File: src/rtl/audma_pkg.sv
package audma_pkg;
    localparam int NSTRM  = 3;
    localparam int IDX_W  = 5;
    localparam int CNT_W  = 16;
    localparam int ADDR_W = 6;

    typedef logic [IDX_W-1:0] idx_t;

    typedef enum logic [1:0] {
        SZ_BYTE  = 2'd0,
        SZ_WORD  = 2'd1,
        SZ_DWORD = 2'd2,
        SZ_BAD   = 2'd3
    } acc_size_e;

    typedef enum logic [1:0] {
        S_STOP = 2'd0,
        S_RUN  = 2'd1,
        S_HALT = 2'd2
    } strm_state_e;

    // per-stream slot offsets
    localparam logic [3:0] OFF_BASE = 4'h0;
    localparam logic [3:0] OFF_CUR  = 4'h4;
    localparam logic [3:0] OFF_LAST = 4'h5;
    localparam logic [3:0] OFF_STS  = 4'h6;
    localparam logic [3:0] OFF_POS  = 4'h8;
    localparam logic [3:0] OFF_PRE  = 4'hA;
    localparam logic [3:0] OFF_CTL  = 4'hB;

    // global addresses
    localparam logic [ADDR_W-1:0] ADDR_GCTL  = 6'h2C;
    localparam logic [ADDR_W-1:0] ADDR_GSTA  = 6'h30;
    localparam logic [ADDR_W-1:0] ADDR_CODEC = 6'h34;

    localparam int          CTL_RUN  = 0;
    localparam int          CTL_RST  = 1;
    localparam logic [7:0]  CTL_MASK = 8'h1D;
    localparam int          STS_LAST_IRQ = 2;
    localparam int          GC_COLD  = 1;
    localparam int          GC_WARM  = 2;
    localparam logic [31:0] GC_MASK  = 32'h0000_00F9;
endpackage

File: src/rtl/audma_decode.sv
module audma_decode
    import audma_pkg::*;
(
    input  logic [ADDR_W-1:0] addr,
    input  acc_size_e         size,
    output logic              is_strm,
    output logic [1:0]        sidx,
    output logic [3:0]        off,
    output logic              wr_hit,
    output logic              rd_hit
);
    always_comb begin
        sidx    = addr[5:4];
        off     = addr[3:0];
        // global control overlays stream 2's slot and must win
        is_strm = (addr[5:4] < 2'(NSTRM)) && (addr != ADDR_GCTL);
        wr_hit  = 1'b0;
        rd_hit  = 1'b0;
        if (is_strm) begin
            unique case (size)
                SZ_BYTE: begin
                    wr_hit = (off == OFF_LAST) || (off == OFF_STS) || (off == OFF_CTL);
                    rd_hit = (off == OFF_CUR) || (off == OFF_LAST) || (off == OFF_STS) ||
                             (off == OFF_PRE) || (off == OFF_CTL);
                end
                SZ_WORD: begin
                    wr_hit = (off == OFF_STS);
                    rd_hit = (off == OFF_STS) || (off == OFF_POS);
                end
                SZ_DWORD: begin
                    wr_hit = (off == OFF_BASE);
                    rd_hit = (off == OFF_BASE) || (off == OFF_CUR) || (off == OFF_POS);
                end
                default: ;
            endcase
        end else begin
            unique case (size)
                SZ_DWORD: begin
                    wr_hit = (addr == ADDR_GCTL) || (addr == ADDR_GSTA);
                    rd_hit = wr_hit;
                end
                SZ_BYTE:  rd_hit = (addr == ADDR_CODEC);
                default: ;
            endcase
        end
    end
endmodule

File: src/rtl/audma_stream.sv
module audma_stream
    import audma_pkg::*;
(
    input  logic        clk,
    input  logic        rst_n,
    input  logic        cold_clr,
    input  logic        wr_sel,
    input  acc_size_e   size,
    input  logic [3:0]  off,
    input  logic [31:0] wdata,
    input  logic        eng_halt,
    output logic [31:0] base,
    output idx_t        civ,
    output idx_t        lvi,
    output idx_t        piv,
    output logic [7:0]  ctl,
    output logic [15:0] stat,
    output logic        run,
    output logic        start_p,
    output logic        clr_p
);
    strm_state_e st, st_nxt;
    logic celv, lvbci;

    logic base_wr, lvi_wr, ctl_wr, sts_wr;
    logic rst_cmd, go_cmd, stop_cmd, restart, halt_evt;

    always_comb begin
        base_wr  = wr_sel && (size == SZ_DWORD) && (off == OFF_BASE);
        lvi_wr   = wr_sel && (size == SZ_BYTE)  && (off == OFF_LAST);
        ctl_wr   = wr_sel && (size == SZ_BYTE)  && (off == OFF_CTL);
        sts_wr   = wr_sel && ((size == SZ_BYTE) || (size == SZ_WORD)) && (off == OFF_STS);
        rst_cmd  = ctl_wr && wdata[CTL_RST];
        go_cmd   = ctl_wr && !wdata[CTL_RST] && wdata[CTL_RUN];
        stop_cmd = ctl_wr && !wdata[CTL_RST] && !wdata[CTL_RUN];
        restart  = lvi_wr && (st == S_HALT);
        halt_evt = eng_halt && (st == S_RUN) && !ctl_wr;
    end

    // next-state logic
    always_comb begin
        st_nxt = st;
        unique case (st)
            S_STOP: if (go_cmd) st_nxt = S_RUN;
            S_RUN: begin
                if (rst_cmd || stop_cmd) st_nxt = S_STOP;
                else if (halt_evt)       st_nxt = S_HALT;
            end
            S_HALT: begin
                if (rst_cmd || stop_cmd)   st_nxt = S_STOP;
                else if (go_cmd || restart) st_nxt = S_RUN;
            end
            default: st_nxt = S_STOP;
        endcase
        if (cold_clr) st_nxt = S_STOP;
    end

    // state register
    always_ff @(posedge clk or negedge rst_n) begin
        if (!rst_n) st <= S_STOP;
        else        st <= st_nxt;
    end

    // register contents and strobes
    always_ff @(posedge clk or negedge rst_n) begin
        if (!rst_n) begin
            base <= '0; civ <= '0; lvi <= '0; piv <= '0; ctl <= '0;
            celv <= 1'b0; lvbci <= 1'b0; start_p <= 1'b0; clr_p <= 1'b0;
        end else if (cold_clr) begin
            base <= '0; civ <= '0; lvi <= '0; piv <= '0; ctl <= '0;
            celv <= 1'b0; lvbci <= 1'b0; start_p <= 1'b0; clr_p <= 1'b0;
        end else begin
            start_p <= go_cmd;
            clr_p   <= rst_cmd;
            if (base_wr) base <= {wdata[31:2], 2'b00};
            if (lvi_wr)  lvi  <= wdata[IDX_W-1:0];
            if (restart) begin
                civ  <= piv;
                piv  <= piv + 1'b1;
                celv <= 1'b0;
            end
            if (sts_wr && wdata[STS_LAST_IRQ]) lvbci <= 1'b0;
            if (halt_evt) begin
                celv  <= 1'b1;
                lvbci <= 1'b1;
            end
            if (rst_cmd) begin
                base <= '0; civ <= '0; lvi <= '0; piv <= '0; ctl <= '0;
                celv <= 1'b0; lvbci <= 1'b0;
            end else if (ctl_wr) begin
                ctl <= wdata[7:0] & CTL_MASK;
                if (go_cmd) begin
                    civ <= piv;
                    piv <= piv + 1'b1;
                end
            end
        end
    end

    assign stat = {13'b0, lvbci, celv, (st != S_RUN)};
    assign run  = ctl[CTL_RUN];


    base_align_chk: assert property (@(posedge clk) disable iff (!rst_n)
        base[1:0] == 2'b00);

    run_matches_state_chk: assert property (@(posedge clk) disable iff (!rst_n)
        run == (st != S_STOP));

    index_pair_chk: assert property (@(posedge clk) disable iff (!rst_n)
        (st != S_STOP) |-> (piv == idx_t'(civ + 1'b1)));

    restart_adv_chk: assert property (@(posedge clk) disable iff (!rst_n)
        restart |=> (civ == $past(piv)) && (st == S_RUN));

    stop_ignores_halt_chk: assert property (@(posedge clk) disable iff (!rst_n)
        (st == S_STOP) |=> (st != S_HALT));
endmodule

File: src/rtl/audma_global.sv
module audma_global
    import audma_pkg::*;
(
    input  logic              clk,
    input  logic              rst_n,
    input  logic              wr,
    input  logic [ADDR_W-1:0] addr,
    input  acc_size_e         size,
    input  logic [31:0]       wdata,
    input  logic [7:0]        gsta_evt,
    input  logic [7:0]        gsta_ro,
    output logic [31:0]       gctl,
    output logic [31:0]       gsta,
    output logic              cold_req,
    output logic              warm_p,
    output logic              cold_p
);
    logic [7:0] flags, sticky;
    logic gctl_wr, gsta_wr;

    always_comb begin
        gctl_wr  = wr && (size == SZ_DWORD) && (addr == ADDR_GCTL);
        gsta_wr  = wr && (size == SZ_DWORD) && (addr == ADDR_GSTA);
        cold_req = gctl_wr && wdata[GC_COLD];
    end

    always_ff @(posedge clk or negedge rst_n) begin
        if (!rst_n) begin
            gctl   <= '0;
            flags  <= '0;
            sticky <= '0;
            warm_p <= 1'b0;
            cold_p <= 1'b0;
        end else begin
            warm_p <= gctl_wr && wdata[GC_WARM];
            cold_p <= cold_req;
            if (gctl_wr && !wdata[GC_WARM] && !wdata[GC_COLD])
                gctl <= wdata & GC_MASK;
            if (gsta_wr) begin
                flags  <= (flags & ~wdata[15:8]) | gsta_evt;
                sticky <= sticky | wdata[23:16];
            end else begin
                flags  <= flags | gsta_evt;
            end
        end
    end

    assign gsta = {8'h00, sticky, flags, gsta_ro};


    no_spont_flag_chk: assert property (@(posedge clk) disable iff (!rst_n)
        (flags & ~$past(flags) & ~$past(gsta_evt)) == 8'h00);

    gctl_hold_chk: assert property (@(posedge clk) disable iff (!rst_n)
        !gctl_wr |=> $stable(gctl));
endmodule

File: src/rtl/audma_regs.sv
module audma_regs
    import audma_pkg::*;
(
    input  logic              clk,
    input  logic              rst_n,
    input  logic              bus_wr,
    input  logic              bus_rd,
    input  logic [ADDR_W-1:0] bus_addr,
    input  logic [1:0]        bus_size,
    input  logic [31:0]       bus_wdata,
    output logic [31:0]       bus_rdata,
    input  logic [NSTRM-1:0]  eng_halt,
    input  logic [7:0]        gsta_evt,
    input  logic [7:0]        gsta_ro,
    output logic [NSTRM-1:0]  strm_run,
    output logic [NSTRM-1:0]  strm_start,
    output logic [NSTRM-1:0]  strm_clr,
    output logic              link_warm,
    output logic              link_cold,
    output logic [CNT_W-1:0]  unimp_rd_cnt,
    output logic [CNT_W-1:0]  unimp_wr_cnt
);
    acc_size_e   sz;
    logic        is_strm, wr_hit, rd_hit, cold_req;
    logic [1:0]  sidx;
    logic [3:0]  off;
    logic [31:0] gctl, gsta, rd_mux;

    logic [31:0] s_base [NSTRM];
    idx_t        s_civ  [NSTRM];
    idx_t        s_lvi  [NSTRM];
    idx_t        s_piv  [NSTRM];
    logic [7:0]  s_ctl  [NSTRM];
    logic [15:0] s_stat [NSTRM];

    assign sz = acc_size_e'(bus_size);

    audma_decode u_dec (
        .addr(bus_addr), .size(sz), .is_strm(is_strm), .sidx(sidx),
        .off(off), .wr_hit(wr_hit), .rd_hit(rd_hit)
    );

    audma_global u_glb (
        .clk(clk), .rst_n(rst_n), .wr(bus_wr), .addr(bus_addr), .size(sz),
        .wdata(bus_wdata), .gsta_evt(gsta_evt), .gsta_ro(gsta_ro),
        .gctl(gctl), .gsta(gsta), .cold_req(cold_req),
        .warm_p(link_warm), .cold_p(link_cold)
    );

    for (genvar i = 0; i < NSTRM; i++) begin : g_strm
        audma_stream u_strm (
            .clk(clk), .rst_n(rst_n), .cold_clr(cold_req),
            .wr_sel(bus_wr && is_strm && wr_hit && (sidx == 2'(i))),
            .size(sz), .off(off), .wdata(bus_wdata), .eng_halt(eng_halt[i]),
            .base(s_base[i]), .civ(s_civ[i]), .lvi(s_lvi[i]), .piv(s_piv[i]),
            .ctl(s_ctl[i]), .stat(s_stat[i]), .run(strm_run[i]),
            .start_p(strm_start[i]), .clr_p(strm_clr[i])
        );
    end

    always_comb begin
        rd_mux = '1;
        if (rd_hit && is_strm) begin
            unique case (sz)
                SZ_BYTE: begin
                    case (off)
                        OFF_CUR:  rd_mux = 32'(s_civ[sidx]);
                        OFF_LAST: rd_mux = 32'(s_lvi[sidx]);
                        OFF_STS:  rd_mux = 32'(s_stat[sidx][7:0]);
                        OFF_PRE:  rd_mux = 32'(s_piv[sidx]);
                        default:  rd_mux = 32'(s_ctl[sidx]);
                    endcase
                end
                SZ_WORD: rd_mux = (off == OFF_STS) ? 32'(s_stat[sidx]) : 32'h0;
                SZ_DWORD: begin
                    case (off)
                        OFF_BASE: rd_mux = s_base[sidx];
                        OFF_CUR:  rd_mux = {s_stat[sidx], 8'(s_lvi[sidx]), 8'(s_civ[sidx])};
                        default:  rd_mux = {s_ctl[sidx], 8'(s_piv[sidx]), 16'h0};
                    endcase
                end
                default: rd_mux = '1;
            endcase
        end else if (rd_hit) begin
            if (bus_addr == ADDR_GCTL)      rd_mux = gctl;
            else if (bus_addr == ADDR_GSTA) rd_mux = gsta;
            else                            rd_mux = '0;
        end
    end

    always_ff @(posedge clk or negedge rst_n) begin
        if (!rst_n) begin
            bus_rdata    <= '0;
            unimp_rd_cnt <= '0;
            unimp_wr_cnt <= '0;
        end else begin
            if (bus_rd) bus_rdata <= rd_mux;
            if (bus_rd && !rd_hit) unimp_rd_cnt <= unimp_rd_cnt + 1'b1;
            if (bus_wr && !wr_hit) unimp_wr_cnt <= unimp_wr_cnt + 1'b1;
        end
    end


    start_single_chk: assert property (@(posedge clk) disable iff (!rst_n)
        $onehot0(strm_start));

    rd_count_step_chk: assert property (@(posedge clk) disable iff (!rst_n)
        (unimp_rd_cnt == $past(unimp_rd_cnt)) ||
        (unimp_rd_cnt == $past(unimp_rd_cnt) + 1'b1));

    wr_count_step_chk: assert property (@(posedge clk) disable iff (!rst_n)
        (unimp_wr_cnt == $past(unimp_wr_cnt)) ||
        (unimp_wr_cnt == $past(unimp_wr_cnt) + 1'b1));

    clr_stops_chk: assert property (@(posedge clk) disable iff (!rst_n)
        (strm_clr & strm_run) == '0);
endmodule

File: config.mk
export PLATFORM = sky130hd
export DESIGN_NAME = audma_regs
export DESIGN_NICKNAME = d
export VERILOG_FILES = /design/src/rtl/audma_pkg.sv /design/src/rtl/audma_decode.sv /design/src/rtl/audma_stream.sv /design/src/rtl/audma_global.sv /design/src/rtl/audma_regs.sv
export SDC_FILE = /design/constraint.sdc
export NUM_CORES = 1
export LEC_CHECK = 0
export ABC_AREA = 1
export BUFFER_PORTS_ARGS = -buffer_cell sky130_fd_sc_hd__clkbuf_2
export CORE_MARGIN = 4
export CORE_UTILIZATION = 54
export CTS_BUF_LIST = sky130_fd_sc_hd__clkbuf_4 sky130_fd_sc_hd__clkbuf_8 sky130_fd_sc_hd__clkbuf_16
export CTS_CLUSTER_SIZE = 28
export DETAILED_ROUTE_END_ITERATION = 6
export PLACE_DENSITY = 0.73
export SLEW_MARGIN = 20
export SYNTH_ARGS = -nofsm -noshare
export SYNTH_HDL_FRONTEND = slang
export SYNTH_HIERARCHICAL = 1
export SYNTH_SLANG_ARGS = --single-unit
File: constraint.sdc
create_clock -name clk -period 4 [get_ports clk]
set_input_delay 0.2 -clock clk [delete_from_list [all_inputs] [get_ports clk]]
set_output_delay 0.2 -clock clk [all_outputs]
set_load 0.01 [all_outputs]
After elaboration in Yosys (flattened, before gate mapping)
Cells that the tools add are included.
- logic and storage cells: 334
- bits in registers: 271
- bits of input ports: 63
- output and inout bits: 75
- bitwise logic cells: 6
- equal/unequal tests: 32
- muxes and demuxes: 141
- reductions and logical operators: 110
- add/sub/neg operators: 5
- magnitude comparators: 2
- operator list (operator ; number):
    32-bit two-way mux ; 13
    5-bit two-way mux ; 45
    8-bit two-way mux ; 12
    32-bit one-hot mux with 3 select lines ; 1
    32-bit binary-select mux with 2-bit select ; 1
    32-bit one-hot mux with 2 select lines ; 1
    1-bit logical AND ; 61
    16-bit two-way mux ; 3
    24-bit two-way mux ; 2
    2-bit two-way mux ; 18
    1-bit two-way mux ; 33
    16-bit by 1-bit adder with 16-bit output, second input constant ; 2
    16-bit binary-select mux with 2-bit select ; 1
    8-bit one-hot mux with 4 select lines ; 1
    5-bit binary-select mux with 2-bit select ; 3
    3-bit nonzero test ; 9
    8-bit bitwise OR ; 3
    4-bit nonzero test ; 6
    6-bit == test, second input constant ; 3
    2-bit one-hot mux with 3 select lines ; 3
    1-bit logical OR ; 17
    8-bit binary-select mux with 2-bit select ; 1
    5-bit by 1-bit adder with 5-bit output, second input constant ; 3
    4-bit by 3-bit == test with 1-bit output, second input constant ; 3
    other kinds (19) ; 51

Longest topological paths before layout
- word-level depth: 16
- mapped depth: 20

Modules after synthesis
Netlist, hierarchy kept.
- by module, submodules not included (module ; instances ; area each (um2) ; sequential area each (um2) ; cells each):
    audma_stream ; 3 ; 2671.3 ; 1376.3 ; 310
    audma_regs ; 1 ; 5818.1 ; 1601.5 ; 1013
    audma_global ; 1 ; 1551.5 ; 600.6 ; 175
    audma_decode ; 1 ; 311.5 ; 0.0 ; 59

Worst setup path before layout
OpenSTA, ideal clock, no wires.
- kind: input port to flip-flop
- from: input bus_addr[1]
- to: register g_strm[0].u_strm.ctl[0]
- setup slack: 1.715 ns
- cell stages on the path: 11
- path buffers: 1
- library setup time: 0.165 ns
- arrival: 2.120 ns
- cell sequence: nor2_2 -> buf_6 -> nand2_4 -> nor2_8 -> nand2_2 -> nor2_1 -> inv_1 -> nand2_1 -> inv_1 -> nand2_1 -> o21ai_0
- elaborated cells between the ends (all ways): 25
- those cells by class: eq/ne (6); mux (5); reduce/logical (14)
- RTL lines (item ; RTL line ; RTL):
    from (decl) ; audma_regs.sv:8 ; input logic [ADDR_W-1:0] bus_addr,
    6-bit == test (*) ; audma_global.sv:22 ; gctl_wr = wr && (size == SZ_DWORD) && (addr == ADDR_GCTL);
    1-bit logical AND (*) ; audma_global.sv:22 ;
    1-bit logical AND (*) ; audma_global.sv:24 ; cold_req = gctl_wr && wdata[GC_COLD];
    named net cold_req ; audma_regs.sv:24 ; logic is_strm, wr_hit, rd_hit, cold_req;
    3-bit nonzero test (no source line) / 8-bit two-way mux (equally long branches) ; - ;
    to (signal assigned) ; audma_stream.sv:91 ; ctl <= wdata[7:0] & CTL_MASK;
    to (decl) ; audma_stream.sv:16 ; output logic [7:0] ctl,
Mark *: on every way through the listed nets, which the timed path passes. The rest lies on a longest branch.
A chain may end at the register's enable or synchronous reset.

Worst setup path in the final report
- from: input bus_size[0]
- to: register g_strm[1].u_strm.base[14]
- longest elaborated chain between the ends: 10
- elaborated cells between the ends (all ways): 19
- those cells by class: eq/ne (2); mux (5); reduce/logical (12)
- RTL lines (item ; RTL line ; RTL):
    from (decl) ; audma_regs.sv:9 ; input logic [1:0] bus_size,
    2-bit == test, or another cell as far along ; audma_decode.sv:20, audma_decode.sv:37 ;
    1-bit one-hot mux with 3 select lines / 1-bit two-way mux (equally long branches) ; audma_decode.sv:20, audma_decode.sv:37 ;
    1-bit two-way mux (*) ; audma_decode.sv:19 ; if (is_strm) begin
    named net wr_hit ; audma_regs.sv:24 ;
    1-bit logical AND (*) (2 in series) ; audma_regs.sv:53 ; .wr_sel(bus_wr && is_strm && wr_hit && (sidx == 2'(i))),
    1-bit logical AND (2 in series) ; audma_stream.sv:31 ; ctl_wr = wr_sel && (size == SZ_BYTE) && (off == OFF_CTL);
    1-bit logical AND ; audma_stream.sv:33 ; rst_cmd = ctl_wr && wdata[CTL_RST];
    32-bit two-way mux ; audma_stream.sv:87 ; if (rst_cmd) begin
    32-bit two-way mux ; audma_stream.sv:69 ; end else if (cold_clr) begin
    to (signal assigned) ; audma_stream.sv:75 ; if (base_wr) base <= {wdata[31:2], 2'b00};
    to (decl) ; audma_stream.sv:12 ; output logic [31:0] base,
Marked as above.

==> summary.txt <==
Hold path
  • Hold crit path type: in2reg

Critical path
  • Critical Path AT: 3280 ps
  • R2r endpoint: unimp_wr_cnt[14]$_DFFE_PN0P_
  • Crit path cell chain: clkbuf_2 > inv_1 > ha_1 > nand4_2 > o21ai_1 > inv_1 > nand2_1 > nand3_1 > nor2_1 > nand2_1 > nor2_2 > inv_2 > nand2_1 > a21oi_1
  • R2R Setup Slk: 2220 ps
  • Reg2reg path depth: 7
  • Startpoint types: primary input
  • Most common cell on crit path: nand2_1
  • Largest stage delay, worst path: 490 ps
  • CP max stage cell: nor2_2
  • Reg-to-reg startpoint: unimp_wr_cnt[0]$_DFFE_PN0P_
  • Critical path class: in2reg
  • Worst setup EP type: register
  • Worst setup path start: bus_size[0]
  • Worst Path Required: 4420 ps
  • Worst Setup EP: g_strm[1].u_strm/base[14]$_DFFE_PN0P_
  • Critical Path Fanout Max: 27

Power
  • Leakage Power: 8.96 nW
  • Peak supply drop: 0.456 mV
  • Power Dens Cells: 376 nW/um^2
  • P_sw: 1.82 mW
  • Switching Fraction: 27.9%
  • Combinational power share: 14.8%
  • Clock power frac: 41.3%
  • Internal power: 4.70 mW
  • Sequential share of power: 43.9%

Timing
  • Worst Max-Slew Pin Slew: 979 ps
  • Setup TNS: 0 ps
  • Final slew viol count: 0
  • Final Hold Fails: 0
  • Period utilization: 71.5%
  • Post-route minimum period: 2860 ps
  • Final setup violation count: 0
  • FMAX: 0.350 GHz
  • Clock skew: 17.9 ps
  • RSZ-0062 raised after global routing: false
  • Max-Slew Margin vs Limit: 34.6%

Drt
  • Via count: 14494
  • Remaining antenna violation count: 0
  • DRC errors left: 8
  • Iteration-0 DRC Markers: 1715
  • Post-DR vias/cell: 5.37
  • Routed WL per cell: 17.0 microns
  • Wirelength, routed: 46000 microns
  • DRT Pass-1 Iters: 7

Run
  • # Max-Cap Violations: 0

Logic synthesis
  • Post-synthesis cell area: 15700 sq um
  • Syn Inst Count: 2177
  • Ys async rst share: 100%
  • YS warnings: 6
  • Top_reg_cell synth: dfrtp_1
  • Sequential-to-total area share from yosys stat: 40.3%
  • Post-synth EDFFs: 0
  • Yosys reg bits: 253
  • Yosys cell types: 41
  • Syn Area/Cell: 7.21 sq um

GRT
  • Tot GR Track Use: 28.5%
  • GRT Residual Overflow: 0
  • Largest net degree at the start of global routing: 121
  • Initial antenna violation count: 0
  • First-pass GRT wire length: 72200 microns
  • Vias in the first global route: 13330

Cells and area
  • Share of cells above drive strength 1: 13.8%
  • Synth-to-layout area growth: 10.5%
  • Fin nets: 2367
  • Final Util: 60.4%
  • Ant diodes: 0

CTS
  • Clk sinks: 253
  • CTS Buf Count: 28
  • Worst-Skew Late Latency: 550 ps
  • Max clock buf depth: 3
  • CTS tree: yes
  • Worst-path clk slew: 60 ps
  • Clk root buf: clkbuf_16
  • Htree depth: 1
  • # resized after CTS: 0
  • Post-CTS setup buffer count: 0

Placement
  • DP HPWL: 32600 microns
  • Placer congestion estimate: 0.995
  • Port Buf Inserts: 137

Run status
  • Failing checks: design-rule violations
  • Outcome: finished, violations left

Floorplanning
  • Chip Width: 178 microns
  • Core Box Area: 28700 sq um
  • Io pins: 138
  • Starting Density: 54.7%
  • Chip height: 178 microns
  • Die area: 31900 sq um
  • Row cnt: 62
==> routing by layer <==
metal	up-vias	part of all wire, %	track usage (%)
met3	102	8.5	4.24
met1	6829	44	42.3
met5	-	0	0
met4	0	3.3	9.31
li1	6944	-	-
met2	619	44	42.9
==> logic make-up after synthesis <==
kind of cell               after synthesis  share of synthesized area [%]
buffers and inverters                  362                           12.9
AOI/OAI and AO/OA                      238                           8.35
xor gates and xnor gates                31                           1.73
and+or+nand+nor                       1280                           35.8
adders and majority gates                9                          0.717
DFF                                    253                           40.3
other                                    4                         0.0956
==> worst max-delay path: cells and delay by family <==
family,cells,cell delay [ps]
and+or+nand+nor,7,1420
buffers and inverters,4,1090
AOI/OAI and AO/OA,2,260
adders and majority gates,1,270
==> placed cells by master (no fill, tap or decap), drive strengths merged <==
| cell type | Yosys | layout |
|---|---|---|
| nand2 | 874 | 874 |
| dfrtp | 253 | 253 |
| nand3 | 214 | 214 |
| clkbuf | 19 | 179 |
| inv | 168 | 168 |
| nor2 | 149 | 149 |
| a21oi | 124 | 124 |
| conb | 4 | 91 |
| o21ai | 87 | 87 |
| dlygate4sd3 | 0 | 34 |
| nand4 | 26 | 26 |
| buf | 175 | 25 |
| xnor2 | 17 | 17 |
| xor2 | 14 | 14 |
| o21bai | 11 | 11 |
| o211ai | 10 | 10 |
| ha | 9 | 9 |
| nor3 | 9 | 9 |
| clkinv | 0 | 6 |
| nand3b | 5 | 5 |
| bufinv | 0 | 3 |
| a211oi | 3 | 3 |
| o31ai | 3 | 3 |
| or2 | 3 | 3 |
==> what timing repair did <==
| action | in CTS | in global routing |
|---|---|---|
| endpoints found under the setup margin | 0 | 0 |
| endpoints found under the hold margin | 206 | 0 |
| hold buffers | 34 | 0 |
==> synth_stat cells, types with 4 or more instances <==
library cell | number | area [sq um]
nand2_1 | 841 | 3160
dfrtp_1 | 253 | 6330
nand3_1 | 207 | 1040
inv_1 | 152 | 571
buf_4 | 127 | 953
a21oi_1 | 124 | 621
nor2_1 | 118 | 443
o21ai_1 | 46 | 230
o21ai_0 | 41 | 205
buf_2 | 25 | 125
nand2_2 | 25 | 156
nand4_1 | 24 | 150
buf_6 | 21 | 236
clkbuf_1 | 19 | 71.3
nor2_4 | 18 | 203
xnor2_1 | 17 | 149
xor2_1 | 14 | 123
inv_2 | 13 | 48.8
nor2_2 | 11 | 68.8
o211ai_1 | 10 | 75.1
ha_1 | 9 | 113
nor3_1 | 7 | 35.0
o21bai_2 | 7 | 78.8
nand3_2 | 6 | 60.1
nand2_4 | 5 | 56.3
conb_1 | 4 | 15.0
==> final cells by class <==
cell class,count,area (sq um)
fill,2632,11400
clock buffer,43,845
inverter,168,638
timing repair buffer,195,1240
sequential,253,6330
clock inverter,9,131
multi-input combinational,1649,7670
tap,384,480
==> power groups by stage <==
stage	sequential (mW)	clock (mW)	combinational, mW
final	2.86	2.69	0.964
after global routing	2.88	2.82	1.08
after CTS	2.86	2.73	0.952
after detailed placement	2.90	0	0.922
after global placement	2.90	0	0.898
after floorplan	2.92	0	0.606
==> worst min path at each step <==
| stage | start | endpoint | slack [ps] | depth (start not counted) |
|---|---|---|---|---|
| finish | bus_wdata[3] | g_strm[1].u_strm/ctl[3]$_DFFE_PN0P_ | 20 | 3 |
| global route | bus_wdata[5] | g_strm[1].u_strm/base[5]$_DFFE_PN0P_ | 30 | 3 |
| CTS | bus_wdata[5] | g_strm[1].u_strm/base[5]$_DFFE_PN0P_ | 4 | 3 |
| detailed placement | rst_n | g_strm[1].u_strm/lvi[4]$_DFFE_PN0P_ | 360 | 1 |
| global placement | rst_n | g_strm[1].u_strm/ctl[3]$_DFFE_PN0P_ | 360 | 1 |
| floorplan | rst_n | bus_rdata[0]$_DFFE_PN0P_ | -100 | 0 |
==> stage by stage <==
step / setup slack (ps) / hold slack [ps] / power [mW] / area [sq um] / std cells
CTS: 1250 / 3.95 / 6.54 / 17300 / 2701
global placement: 809 / 356 / 3.80 / 16000 / 2615
finish: 1140 / 23.7 / 6.52 / 17300 / 2701
floorplan: 1720 / -95.6 / 3.53 / 16000 / 2264
detailed placement: 721 / 362 / 3.82 / 16000 / 2615
global route: 933 / 26.9 / 6.78 / 17300 / 2701
==> registers in the layout (all words and copies together), names as in the netlist, 6 cells and up <==
signal / flops
u_glb/flags: 8
g_strm.u_strm/base: 90
g_strm.u_strm/piv: 15
u_glb/sticky: 8
g_strm.u_strm/lvi: 15
g_strm.u_strm/civ: 15
unimp_wr_cnt: 16
bus_rdata: 32
g_strm.u_strm/st: 6
unimp_rd_cnt: 16
u_glb/gctl: 6
g_strm.u_strm/ctl: 12
(Power assumes the default switching activity.)
